===== config.mk =====
export PLATFORM = sky130hd
export DESIGN_NAME = vdp_bus_glue
export DESIGN_NICKNAME = d
export VERILOG_FILES = /design/src/rtl/vdp_glue_pkg.sv /design/src/rtl/vdp_addr_match.sv /design/src/rtl/vdp_bit_reverse.sv /design/src/rtl/vdp_strobe_gen.sv /design/src/rtl/vdp_bus_glue.sv
export SDC_FILE = /design/constraint.sdc
export NUM_CORES = 1
export LEC_CHECK = 0
export BUFFER_PORTS_ARGS = -buffer_cell sky130_fd_sc_hd__clkbuf_2
export CORE_MARGIN = 5
export CORE_UTILIZATION = 27
export CTS_BUF_LIST = sky130_fd_sc_hd__clkbuf_16
export CTS_CLUSTER_SIZE = 8
export DETAILED_ROUTE_END_ITERATION = 16
export PLACE_DENSITY = 0.72
export SLEW_MARGIN = 10
export SYNTH_ARGS = -nofsm -noshare
export SYNTH_HDL_FRONTEND = slang
export SYNTH_SLANG_ARGS = --single-unit

===== constraint.sdc =====
create_clock -name clk -period 0.95 [get_ports clk]
set_input_delay 0 -clock clk [delete_from_list [all_inputs] [get_ports clk]]
set_output_delay 0 -clock clk [all_outputs]
set_load 0.005 [all_outputs]

===== src/rtl/vdp_glue_pkg.sv =====
// Package: shared types for the display-processor bus glue.
// Assumes: nothing beyond IEEE 1800-2017.
package vdp_glue_pkg;

    // Kind of device access decided for one sample of the CPU bus
    typedef enum logic [1:0] {
        ACC_IDLE  = 2'd0,
        ACC_READ  = 2'd1,
        ACC_WRITE = 2'd2
    } acc_kind_e;

endpackage


===== src/rtl/vdp_addr_match.sv =====
// Module: vdp_addr_match
// Decides whether a CPU address falls in the two-address window of the device.
// Assumes: BASE_ADDR bit 0 carries no meaning; the window is BASE and BASE^1.
module vdp_addr_match #(
    parameter int                  ADDR_W    = 16,
    parameter logic [ADDR_W-1:0]   BASE_ADDR = 16'hC000
) (
    input  logic [ADDR_W-1:0] addr,
    output logic              hit,
    output logic              port_sel
);

    localparam logic [ADDR_W-2:0] PAIR_TAG = BASE_ADDR[ADDR_W-1:1];

    // Compare the upper address bits against the pair tag, pass bit 0 out
    always_comb begin
        hit      = (addr[ADDR_W-1:1] == PAIR_TAG);
        port_sel = addr[0];
    end

endmodule


===== src/rtl/vdp_bit_reverse.sv =====
// Module: vdp_bit_reverse
// Mirrors bit significance of a bus: output bit i takes input bit W-1-i.
// Assumes: purely combinational, any width of at least one.
module vdp_bit_reverse #(
    parameter int W = 8
) (
    input  logic [W-1:0] din,
    output logic [W-1:0] dout
);

    // One wire per bit, crossing to the mirrored position
    for (genvar gi = 0; gi < W; gi++) begin : g_swap
        assign dout[gi] = din[W-1-gi];
    end

endmodule


===== src/rtl/vdp_strobe_gen.sv =====
// Module: vdp_strobe_gen
// Turns a decoded bus sample into registered active-low read/write strobes.
// Assumes: phi2 and rw are sampled by clk, which is much faster than Phi2.
module vdp_strobe_gen
    import vdp_glue_pkg::*;
(
    input  logic      clk,
    input  logic      rst_n,
    input  logic      hit,
    input  logic      phi2,
    input  logic      rw,
    output acc_kind_e acc_now,
    output logic      rd_n,
    output logic      wr_n
);

    // Classify the current sample: no strobe unless decoded during Phi2
    always_comb begin
        if (hit && phi2) acc_now = rw ? ACC_READ : ACC_WRITE;
        else             acc_now = ACC_IDLE;
    end

    // Register the strobes; reset parks both inactive
    always_ff @(posedge clk) begin
        if (!rst_n) begin
            rd_n <= 1'b1;
            wr_n <= 1'b1;
        end else begin
            rd_n <= (acc_now != ACC_READ);
            wr_n <= (acc_now != ACC_WRITE);
        end
    end

endmodule


===== src/rtl/vdp_bus_glue.sv =====
// Module: vdp_bus_glue (top)
// Maps a two-port video display processor into CPU address space: decodes
// the pair of addresses, issues Phi2-gated strobes, drives the port select
// from address bit 0 and reverses data bit order in both directions.
// Assumes: clk oversamples the CPU bus; the device numbers its data pins
// from the most significant end.
module vdp_bus_glue
    import vdp_glue_pkg::*;
#(
    parameter int                ADDR_W    = 16,
    parameter int                DATA_W    = 8,
    parameter logic [ADDR_W-1:0] BASE_ADDR = 16'hC000
) (
    input  logic              clk,
    input  logic              rst_n,
    input  logic [ADDR_W-1:0] cpu_addr,
    input  logic              cpu_rw,
    input  logic              cpu_phi2,
    input  logic [DATA_W-1:0] cpu_wdata,
    output logic [DATA_W-1:0] cpu_rdata,
    output logic              cpu_rdata_oe,
    output logic              dev_rd_n,
    output logic              dev_wr_n,
    output logic              dev_mode,
    output logic [DATA_W-1:0] dev_wdata,
    input  logic [DATA_W-1:0] dev_rdata
);

    logic              hit;
    logic              port_sel;
    acc_kind_e         acc_now;
    logic [DATA_W-1:0] wdata_rev;
    logic [DATA_W-1:0] rdata_rev;

    vdp_addr_match #(
        .ADDR_W    (ADDR_W),
        .BASE_ADDR (BASE_ADDR)
    ) u_match (
        .addr     (cpu_addr),
        .hit      (hit),
        .port_sel (port_sel)
    );

    vdp_strobe_gen u_strobe (
        .clk     (clk),
        .rst_n   (rst_n),
        .hit     (hit),
        .phi2    (cpu_phi2),
        .rw      (cpu_rw),
        .acc_now (acc_now),
        .rd_n    (dev_rd_n),
        .wr_n    (dev_wr_n)
    );

    vdp_bit_reverse #(.W(DATA_W)) u_rev_wr (
        .din  (cpu_wdata),
        .dout (wdata_rev)
    );

    vdp_bit_reverse #(.W(DATA_W)) u_rev_rd (
        .din  (dev_rdata),
        .dout (rdata_rev)
    );

    // Register port select and write data alongside the strobes
    always_ff @(posedge clk) begin
        if (!rst_n) begin
            dev_mode  <= 1'b0;
            dev_wdata <= '0;
        end else begin
            dev_mode  <= port_sel;
            dev_wdata <= (acc_now == ACC_WRITE) ? wdata_rev : '0;
        end
    end

    // Drive the CPU bus only while the read strobe is active
    always_comb begin
        cpu_rdata_oe = !dev_rd_n;
        cpu_rdata    = dev_rd_n ? '0 : rdata_rev;
    end

endmodule


======== Yosys cells after proc, flatten, opt, wreduce, memory -nomap -nowiden ========
Index checks and enable logic that the tools add are counted.
Widths: inputs -> output; s select.
operators by class
  add/sub/neg operators ................... 0
  divide/modulo/power cells ............... 0
  shift-type cells ........................ 0
  bitwise gates (word level) .............. 0
  $mul .................................... 0
  equal/unequal tests ..................... 4
  reductions and logical operators ........ 3
  $lt $le $gt $ge ......................... 0
  muxes and demuxes ....................... 3
operators with widths
  kind                  number
  $eq 15x15->1 const B  1
  $mux 8                1
  $mux 2                2
  $eq 2x2->1 const B    1
  $ne 2x1->1 const B    1
  $ne 2x2->1 const B    1
  $reduce_and 2->1      1
  $logic_and 1x1->1     1
  $logic_not 1->1       1
storage, ports and cells
  input port bits ......................... 36
  memory bits (read-only) ................. 0
  register bits ........................... 11
  latch bits .............................. 0
  bits in writable memories ............... 0
  logic and storage cells ................. 14
  memories kept ........................... 0
  output and inout bits ................... 20

======== Longest topological paths before layout ========
Gate-level depths: netlist of run 1.
  depth in word-level cells ............... 5
  gate-level depth with buffers ........... 3
  depth with buffers taken out ............ 3

======== By module ========
From an unflattened synthesis of run 1, not the netlist that was laid out.
second synthesis, totals
  cell total of the unflattened synthesis .. 55
  area, all modules ....................... 563.0 µm²
modules (own cells, without submodules)
  module           sequential area each (µm²)  cells an instance  times used  area each (µm²)
  vdp_bus_glue     180.2                       27                 1           321.6
  vdp_bit_reverse  0.0                         8                  2           60.1
  vdp_strobe_gen   40.0                        6                  1           70.1
  vdp_addr_match   0.0                         6                  1           51.3

======== Least setup slack after synthesis of run 1 ========
OpenSTA, ideal clock, no wires.
  kind .................................... in2reg
  start ................................... input cpu_addr[12]
  end ..................................... register u_strobe.rd_n
  buffers on the path ..................... 0
  setup time .............................. 0.127 ns
  data arrival time ....................... 0.821 ns
  slack ................................... 0.002 ns
  stages .................................. 3
  cells stage by stage .................... nor4b_4 nand4_4 or3_1
between the ends
  word-level cells in the longest chain between the ends .. 4
ends and longest elaborated chain
  what                  RTL line              RTL
  from (decl)           vdp_bus_glue.sv:16    input logic [ADDR_W-1:0] cpu_addr,
  $eq 15x15->1          vdp_addr_match.sv:17  hit = (addr[ADDR_W-1:1] == PAIR_TAG);
  $logic_and 1x1->1     vdp_strobe_gen.sv:19  if (hit && phi2) acc_now = rw ? ACC_READ : ACC_WRITE;
  $mux 2                vdp_strobe_gen.sv:19
  $ne 2x1->1            vdp_strobe_gen.sv:29  rd_n <= (acc_now != ACC_READ);
  to (signal assigned)  vdp_strobe_gen.sv:29
  to (decl)             vdp_strobe_gen.sv:13  output logic rd_n,
Every way passes these cells.
A chain may end at the register's enable or synchronous reset.

======== Final worst setup path of run 1 ========
  start ................................... register u_strobe.rd_n
  end ..................................... output cpu_rdata[4]
between the ends
  word-level cells in the longest chain between the ends .. 1
ends and longest elaborated chain
  what       RTL line            RTL
  $mux 8     vdp_bus_glue.sv:79  cpu_rdata = dev_rd_n ? '0 : rdata_rev;
  to (decl)  vdp_bus_glue.sv:20  output logic [DATA_W-1:0] cpu_rdata,
Every way passes these cells.

==> results of run 1 <==
state kept, by name, indices dropped and copies added, names as in the netlist:
| signal | cells |
|---|---|
| u_strobe.wr_n | 1 |
| u_strobe.rd_n | 1 |
| dev_mode | 1 |
| dev_wdata | 8 |
final timing paths:
path,start,endpoint,depth (start not counted)
worst max-delay path,u_strobe.rd_n,cpu_rdata[4],2
worst min-delay path,cpu_rw,u_strobe.wr_n,2
kinds of logic (layout without fill, tap and decap cells):
logic type             after synthesis  after routing
buffers and inverters               11             84
flip-flops                          11             11
AND/OR/NAND/NOR                     25             25
layer usage:
layer,track usage,vias to the layer above
li1,-,302
met1,0.127,258
met2,0.238,38
met3,0.0320,2
met4,0.0673,0
met5,0,-
timing repair:
| action | 4_1_cts | 5_1_grt |
|---|---|---|
| gates resized for setup | 1 | 0 |
| hold buffers | 10 | 0 |
| endpoints found under the setup margin | 3 | 0 |
| hold endpoints to repair | 9 | 0 |
per-stage QoR:
stage	area, um2	power (W)
after floorplan	454	0.000502
after global placement	783	0.000584
after detailed placement	783	0.000587
after CTS	963	0.00136
after global routing	963	0.00141
final	963	0.00135
cell type report:
class | instances | area (um2) | share of cell area
inverters | 10 | 37.5 | 0.0390
multi-input cells | 25 | 193 | 0.200
well taps | 16 | 20.0 | 0.0208
clock inverters | 1 | 3.75 | 0.00390
clock buffers | 3 | 75.1 | 0.0779
flip-flops and latches | 11 | 221 | 0.230
repair buffers | 70 | 413 | 0.429
Yosys cell counts:
master / n
dfxtp_1: 11
inv_1: 10
nor4_1: 9
nor2b_1: 8
or3_1: 2
and2_1: 1
buf_1: 1
nand2_1: 1
nand4_4: 1
nor3_2: 1
nor4b_1: 1
nor4b_4: 1
placed cells by master (no fill, tap or decap), types with 2 or more instances in the layout:
| cell | instances |
|---|---|
| clkbuf_2 | 55 |
| inv_1 | 11 |
| dfxtp_1 | 10 |
| dlygate4sd3_1 | 10 |
| nor4_1 | 9 |
| nor2b_1 | 8 |
| buf_4 | 5 |
| clkbuf_16 | 3 |
| or3_1 | 2 |
power by group:
group / leakage [nW] / internal, W / switching, W / total, W
Clock: 0.0423 / 0.000551 / 0.000191 / 0.000742
Sequential: 0.0884 / 0.000466 / 0.000000468 / 0.000466
Combinational: 0.389 / 0.0000967 / 0.0000481 / 0.000145
Total: 0.520 / 0.00111 / 0.000240 / 0.00135
critical path: stages, from the launching register on:
cell	delay, ns
dfxtp_2	0.36
nor2b_1	0.13
clkbuf_2	0.12
==> flow_summary.json, run 1 <==
{
  "vias": 600,
  "critPathCaptureType": "output pin",
  "finalCritPeriodShare": 0.895,
  "grt_pass1_wl_mm": 2.50,
  "rows": 14,
  "wl_met2_um": 781,
  "top_layer": "met4",
  "met3WireLength_um": 211,
  "drv_cap": 0,
  "io-pin-count": 56,
  "synth_adder_area_share": 0,
  "crit_type": "flip-flop to output pin",
  "synth_top_cell_area_share": 0.485,
  "met1Wirelength_um": 556,
  "dp.cells": 122,
  "numCtsBuffers": 3,
  "route.detailed.drc": 0,
  "grt_pass1_vias": 626,
  "max_freq_mhz": 1180,
  "ctsHtreeMaxLevel": 1,
  "core_um2": 1560,
  "holdWs_ns": 0.0310,
  "nFillCells": 140,
  "die_y_um": 51.0,
  "ys_seq_elements": 11,
  "drive_above_1_share": 0.558,
  "yosys.area_share.simple": 0.424,
  "syn-num-nets": 83,
  "dpl.hpwl_mm": 1.27,
  "start_util": 0.291,
  "cp-start-kind": "flip-flop",
  "ir_drop_mv": 0.886,
  "setup_viol_count_final": 0,
  "final_cells": 136,
  "arrival_ns": 0.85,
  "final_nets": 157,
  "track_usage": 0.127,
  "seq_area_frac_synth": 0.485,
  "syn_avg_cell_area_um2": 9.66,
  "antenna_found_initial": 0,
  "slew_violations": 0,
  "wl_per_cell_um": 11.4,
  "syn_area_um2": 454,
  "syn_to_final_growth_pct": 112,
  "drt_iter0_markers": 3,
  "wl_mm": 1.56,
  "yosysWarnings": 0,
  "synth_mux_area_frac": 0,
  "place.gp.congestion": 0.671,
  "rsz0062_at_grt": "no",
  "vias_per_cell": 4.41,
  "pre_cts_ws_ns": -0.113,
  "hold_class": "input pin to flip-flop",
  "cts_tree": "done",
  "clk_pin_slew_worst_paths_ns": 0.04,
  "yosys.cell_types.count": 12,
  "synth.area.top_cells": "dfxtp_1 (48%), nor4_1 (12%), nor2b_1 (11%)",
  "crit_fanout": 10,
  "synth_top_family_by_area": "simple AND/OR/NAND/NOR gates",
  "dieArea_um2": 2600,
  "cp.required_ns": 0.95,
  "cts-root-buf": "clkbuf_16",
  "grt.overflow.total": 0,
  "final_hold_viol_count": 0,
  "fin_tns_setup_ns": 0,
  "max-clock-path-buffers": 2,
  "syn_inst": 47,
  "power.density_nw_per_um2": 1400,
  "grt_max_degree": 11,
  "outcome": "completed",
  "die_x_um": 51.0,
  "antenna_left": 0,
  "io_buffers": 55,
  "max_slew_margin": 0.821,
  "cts.sinks": 11,
  "dr.pass1.iters": 2,
  "layout_min_cycle_time_ns": 0.850,
  "diodes": 0,
  "yosysTopAreaCell": "dfxtp_1",
  "leakage_nw": 0.520,
  "synthXorXnorAreaFrac": 0,
  "cts_setup_buffers": 0,
  "worst_pin_slew_ns": 0.265,
  "synth_compound_area_frac": 0,
  "utilization": 0.618,
  "fin_ws_ns": 0.100
}
Note: power is estimated with default switching activity, not from simulation.
==> run 2, diff against run 1 <==
Settings changed: BUFFER_PORTS_ARGS -buffer_cell sky130_fd_sc_hd__clkbuf_2 to -buffer_cell sky130_fd_sc_hd__buf_2, CORE_UTILIZATION 27 to 30, PLACE_DENSITY 0.72 to 0.75.
Clock period 0.95 ns to 0.9 ns, I/O delays scaled along.
==> run 2 against run 1 <==
  * Combinational power is essentially flat
  * Flip-flop and latch count unchanged
  * Wire length is 2.2% higher
  * Final cell count decreased by 2.9%
  * Non-clock buffer count down 4
  * Global-route usage rose by 0.78 points
  * Utilization rose by 4.3 points
  * Clock power is 5.7% higher
==> flow_summary.json, run 2 (same netlist as run 1, synthesis figures left out) <==
{
  "outcome": "completed",
  "final_common_cell": "buf_2",
  "grt.overflow.total": 0,
  "io-pin-count": 56,
  "clk_pin_slew_worst_paths_ns": 0.04,
  "cts_tree": "done",
  "drive_above_1_share": 0.629,
  "arrival_ns": 0.95,
  "cp.required_ns": 1.01,
  "cp-startpoint": "cpu_addr[13]",
  "regArea_um2": 224,
  "die_y_um": 48.9,
  "intPower_w": 0.00116,
  "multi_input_area_um2": 233,
  "grt_pass1_wl_mm": 2.55,
  "cts-root-buf": "clkbuf_16",
  "crit_fanout": 4,
  "worst_pin_slew_ns": 0.273,
  "ctsHtreeMaxLevel": 1,
  "hold_class": "input pin to flip-flop",
  "antenna_found_initial": 0,
  "slew_violations": 0,
  "place.gp.congestion": 0.709,
  "core_um2": 1470,
  "cts_setup_buffers": 0,
  "max-clock-path-buffers": 2,
  "dpl.hpwl_mm": 1.19,
  "track_usage": 0.135,
  "final_hold_viol_count": 0,
  "rows": 14,
  "wl_per_cell_um": 12.1,
  "ir_drop_mv": 0.896,
  "power.density_nw_per_um2": 1460,
  "worstHoldEndpoint": "dev_mode",
  "finalCritPeriodShare": 0.929,
  "final_nets": 153,
  "dieArea_um2": 2390,
  "power.switching_w": 0.000258,
  "wl_mm": 1.59,
  "max_slew_margin": 0.817,
  "seq_power_share": 0.344,
  "grt_pass1_vias": 623,
  "stdcell_area_um2": 972,
  "antenna_left": 0,
  "leakage_nw": 0.514,
  "max_freq_mhz": 1200,
  "pwr-share-clk": 0.552,
  "route.detailed.drc": 0,
  "numCtsBuffers": 3,
  "start_util": 0.309,
  "sw_frac_of_total": 0.182,
  "layout_min_cycle_time_ns": 0.836,
  "syn_to_final_growth_pct": 114,
  "p_total_w": 0.00142,
  "vias": 603,
  "diodes": 0,
  "vias_per_cell": 4.57,
  "whs_path_depth": 2,
  "largest_reg_flops": 8,
  "drt_iter0_markers": 1,
  "die_x_um": 48.9,
  "grt_max_degree": 11,
  "final_cell_mix": "buf_2 (55), inv_1 (11), dfxtp_1 (10), nor2b_1 (8), dlygate4sd3_1 (7)",
  "cts.sinks": 11,
  "critPathCaptureType": "flip-flop",
  "largest_register": "dev_wdata",
  "nFillCells": 131,
  "place_area_um2": 791,
  "drv_cap": 0,
  "cp-start-kind": "input pin",
  "io_buffers": 55,
  "crit_type": "input pin to flip-flop",
  "dr.pass1.iters": 2,
  "min_from": "cpu_addr[0]",
  "fin_tns_setup_ns": 0,
  "comb_power_share": 0.104,
  "setup_viol_count_final": 0
}
==> run 2: repair_timing <==
item                       in CTS  in global routing
hold buffers                    7                  0
hold endpoints to repair        7                  0
pin swaps                       0                  1
setup endpoints to repair      10                  6
resized for setup               1                  6
==> run 2: final cells by class <==
class | instances | area share
multi-input cells | 25 | 0.239
flip-flops and latches | 11 | 0.230
repair buffers | 66 | 0.390
clock buffers | 3 | 0.0772
inverters | 10 | 0.0386
well taps | 16 | 0.0206
clock inverters | 1 | 0.00386
==> run 2: metrics by stage <==
step | setup slack [ns] | hold slack (ns) | cells | utilization
3_5_place_dp | -0.157 | 0.218 | 121 | 0.537
4_1_cts | 0.0533 | 0.00120 | 132 | 0.639
2_1_floorplan | -0.0373 | 0.117 | 47 | -
3_3_place_gp | -0.143 | 0.208 | 121 | 0.537
5_1_grt | -0.0134 | 0.0115 | 132 | 0.661
6_report | 0.0641 | 0.00828 | 132 | 0.661
==> run 2: critical path, cell delays in order <==
cell     delay, ns
buf_2         0.12
nor4b_4       0.33
nand4_4       0.14
or3_1         0.36
==> run 2: worst max path at each step <==
stage	endpoint	cells past startpoint
after floorplan	u_strobe.rd_n	3
after global placement	dev_wdata[0]	5
after detailed placement	dev_wdata[0]	5
after CTS	cpu_rdata[4]	2
after global routing	dev_wdata[7]	5
final	u_strobe.rd_n	4
==> run 2: metal layers <==
| metal | share of wire | track usage |
|---|---|---|
| met3 | 0.13 | 0.0673 |
| met2 | 0.56 | 0.257 |
| met5 | 0 | 0 |
| met4 | 0.021 | 0.0717 |
| met1 | 0.29 | 0.108 |
==> run 2: power groups by stage <==
| stage | sequential, W | combinational [W] | clock, W |
|---|---|---|---|
| 2_1_floorplan | 0.000501 | 0.0000309 | 0 |
| 3_3_place_gp | 0.000500 | 0.000114 | 0 |
| 3_5_place_dp | 0.000500 | 0.000117 | 0 |
| 4_1_cts | 0.000492 | 0.000142 | 0.000798 |
| 5_1_grt | 0.000489 | 0.000163 | 0.000817 |
| 6_report | 0.000489 | 0.000148 | 0.000784 |
==> run 3, diff against run 2 <==
Settings changed: BUFFER_PORTS_ARGS -buffer_cell sky130_fd_sc_hd__buf_2 to -buffer_cell sky130_fd_sc_hd__buf_4.
Clock period 0.9 ns to 0.8 ns, I/O delays scaled along.
==> run 3 against run 2 <==
  * The flow now finishes with violations (setup timing)
  * Clock power is 17% higher
  * Via count is 0.66% lower
  * Critical path depth is 2 lower
  * Global-route usage is 1.2 points higher
  * First-iteration DRC count stayed put
  * Clock-buffer cell count stayed put
  * Sequential share of layout area is 4.1 points lower
  * Power is 19% higher
  * Hold slack better by 0.034 ns
  * Utilization is 14 points higher
  * Wire length is 22% higher
  * Largest power group unchanged
==> flow_summary.json, run 3 (same netlist as run 1, synthesis figures left out) <==
{
  "antenna_found_initial": 0,
  "largest_reg_flops": 8,
  "utilization": 0.804,
  "max-clock-path-buffers": 2,
  "drv_cap": 0,
  "fin_tns_setup_ns": -0.282,
  "track_usage": 0.147,
  "final_common_cell": "buf_4",
  "wl_mm": 1.95,
  "cp_top_family": "flip-flops",
  "numCtsBuffers": 3,
  "ctsHtreeMaxLevel": 1,
  "cts_setup_buffers": 0,
  "layout_min_cycle_time_ns": 0.844,
  "rows": 14,
  "finalCritPeriodShare": 1.05,
  "io-pin-count": 56,
  "critPathBufInv": 1,
  "drive_above_1_share": 0.703,
  "diodes": 0,
  "pre_cts_ws_ns": -0.299,
  "rsz0062_at_grt": "yes",
  "start_util": 0.309,
  "slew_violations": 0,
  "crit_fanout": 10,
  "antenna_left": 0,
  "syn_to_final_growth_pct": 161,
  "route.detailed.drc": 0,
  "crit_slowest_cell": "dfxtp_4",
  "dr.pass1.iters": 2,
  "power.density_nw_per_um2": 1430,
  "leakage_nw": 0.571,
  "crit_chain": "nor2b_1, buf_4",
  "cts.sinks": 11,
  "setup_viol_count_final": 9,
  "holdWs_ns": 0.0427,
  "grt_pass1_vias": 651,
  "cts_tree": "done",
  "largest_register": "dev_wdata",
  "final_nets": 148,
  "max_slew_margin": 0.828,
  "crit_type": "flip-flop to output pin",
  "grt_max_degree": 11,
  "cpPeakStageDelay_ns": 0.37,
  "p_total_w": 0.00169,
  "vias": 599,
  "arrival_ns": 0.84,
  "worst_pin_slew_ns": 0.257,
  "cts-root-buf": "clkbuf_16",
  "grt.overflow.total": 0,
  "max_freq_mhz": 1190,
  "ir_drop_mv": 1.28,
  "vias_per_cell": 4.72,
  "fin_ws_ns": -0.0435,
  "drt_iter0_markers": 1,
  "dieArea_um2": 2390,
  "failed_checks": "setup timing",
  "critPathCaptureType": "output pin",
  "clk_pin_slew_worst_paths_ns": 0.04,
  "place.gp.congestion": 0.637,
  "cp.required_ns": 0.80,
  "io_buffers": 55,
  "core_um2": 1470,
  "final_hold_viol_count": 0,
  "outcome": "complete, but fails checks",
  "nFillCells": 95,
  "grt_pass1_wl_mm": 2.82,
  "die_y_um": 48.9,
  "hold_class": "input pin to flip-flop",
  "dpl.hpwl_mm": 1.31,
  "final_cell_mix": "buf_4 (54), inv_1 (10), dfxtp_1 (10), nor2b_1 (8), nor4_4 (8)",
  "die_x_um": 48.9,
  "cp-start-kind": "flip-flop",
  "wl_per_cell_um": 15.3
}
run 3: cell count changes in the layout (fill, tap and decap cells not counted):
cell	before	now
buf_2	55	0
buf_4	3	54
nor4_4	0	8
dlygate4sd3_1	7	2
nor4_1	4	0
nor4_2	5	1
buf_6	1	4
buf_8	0	1
clkinv_2	0	1
inv_1	11	10
nor4b_2	1	0
nor4b_4	1	2
run 3: final timing paths:
kind | endpoint | depth (start not counted) | slack (ns) | from
setup / recovery | cpu_rdata[3] | 2 | -0.04 | u_strobe.rd_n
hold / removal | dev_wdata[6] | 3 | 0.04 | cpu_wdata[1]
run 3: layout make-up:
| class | count | area (um2) | share of cell area |
|---|---|---|---|
| timing repair buffer | 61 | 485 | 0.410 |
| multi-input combinational | 25 | 337 | 0.284 |
| sequential | 11 | 224 | 0.189 |
| clock buffer | 3 | 75.1 | 0.0634 |
| inverter | 10 | 37.5 | 0.0317 |
| tap | 16 | 20.0 | 0.0169 |
| clock inverter | 1 | 5.00 | 0.00423 |
run 3: metal layers:
metal / share of wire / track usage
met5: 0 / 0
met4: 0.022 / 0.0628
met3: 0.097 / 0.0612
met2: 0.54 / 0.267
met1: 0.34 / 0.142
run 3: repair_timing:
| item | CTS | global route |
|---|---|---|
| gates resized for setup | 14 | 11 |
| endpoints found under the setup margin | 15 | 19 |
| hold buffers | 2 | 0 |
| endpoints found under the hold margin | 1 | 0 |
| pin swaps | 6 | 6 |
run 3: through the flow:
| stage | area (um2) | instances |
|---|---|---|
| detailed placement | 928 | 121 |
| floorplan | 469 | 47 |
| global placement | 928 | 121 |
| finish | 1180 | 127 |
| CTS | 1100 | 127 |
| global route | 1180 | 127 |
run 3: report_power, final:
group          internal [W]  switching (W)  leakage (nW)
sequential         0.000549    0.000000688        0.0888
combinational      0.000146      0.0000828         0.442
clock              0.000662       0.000252        0.0409
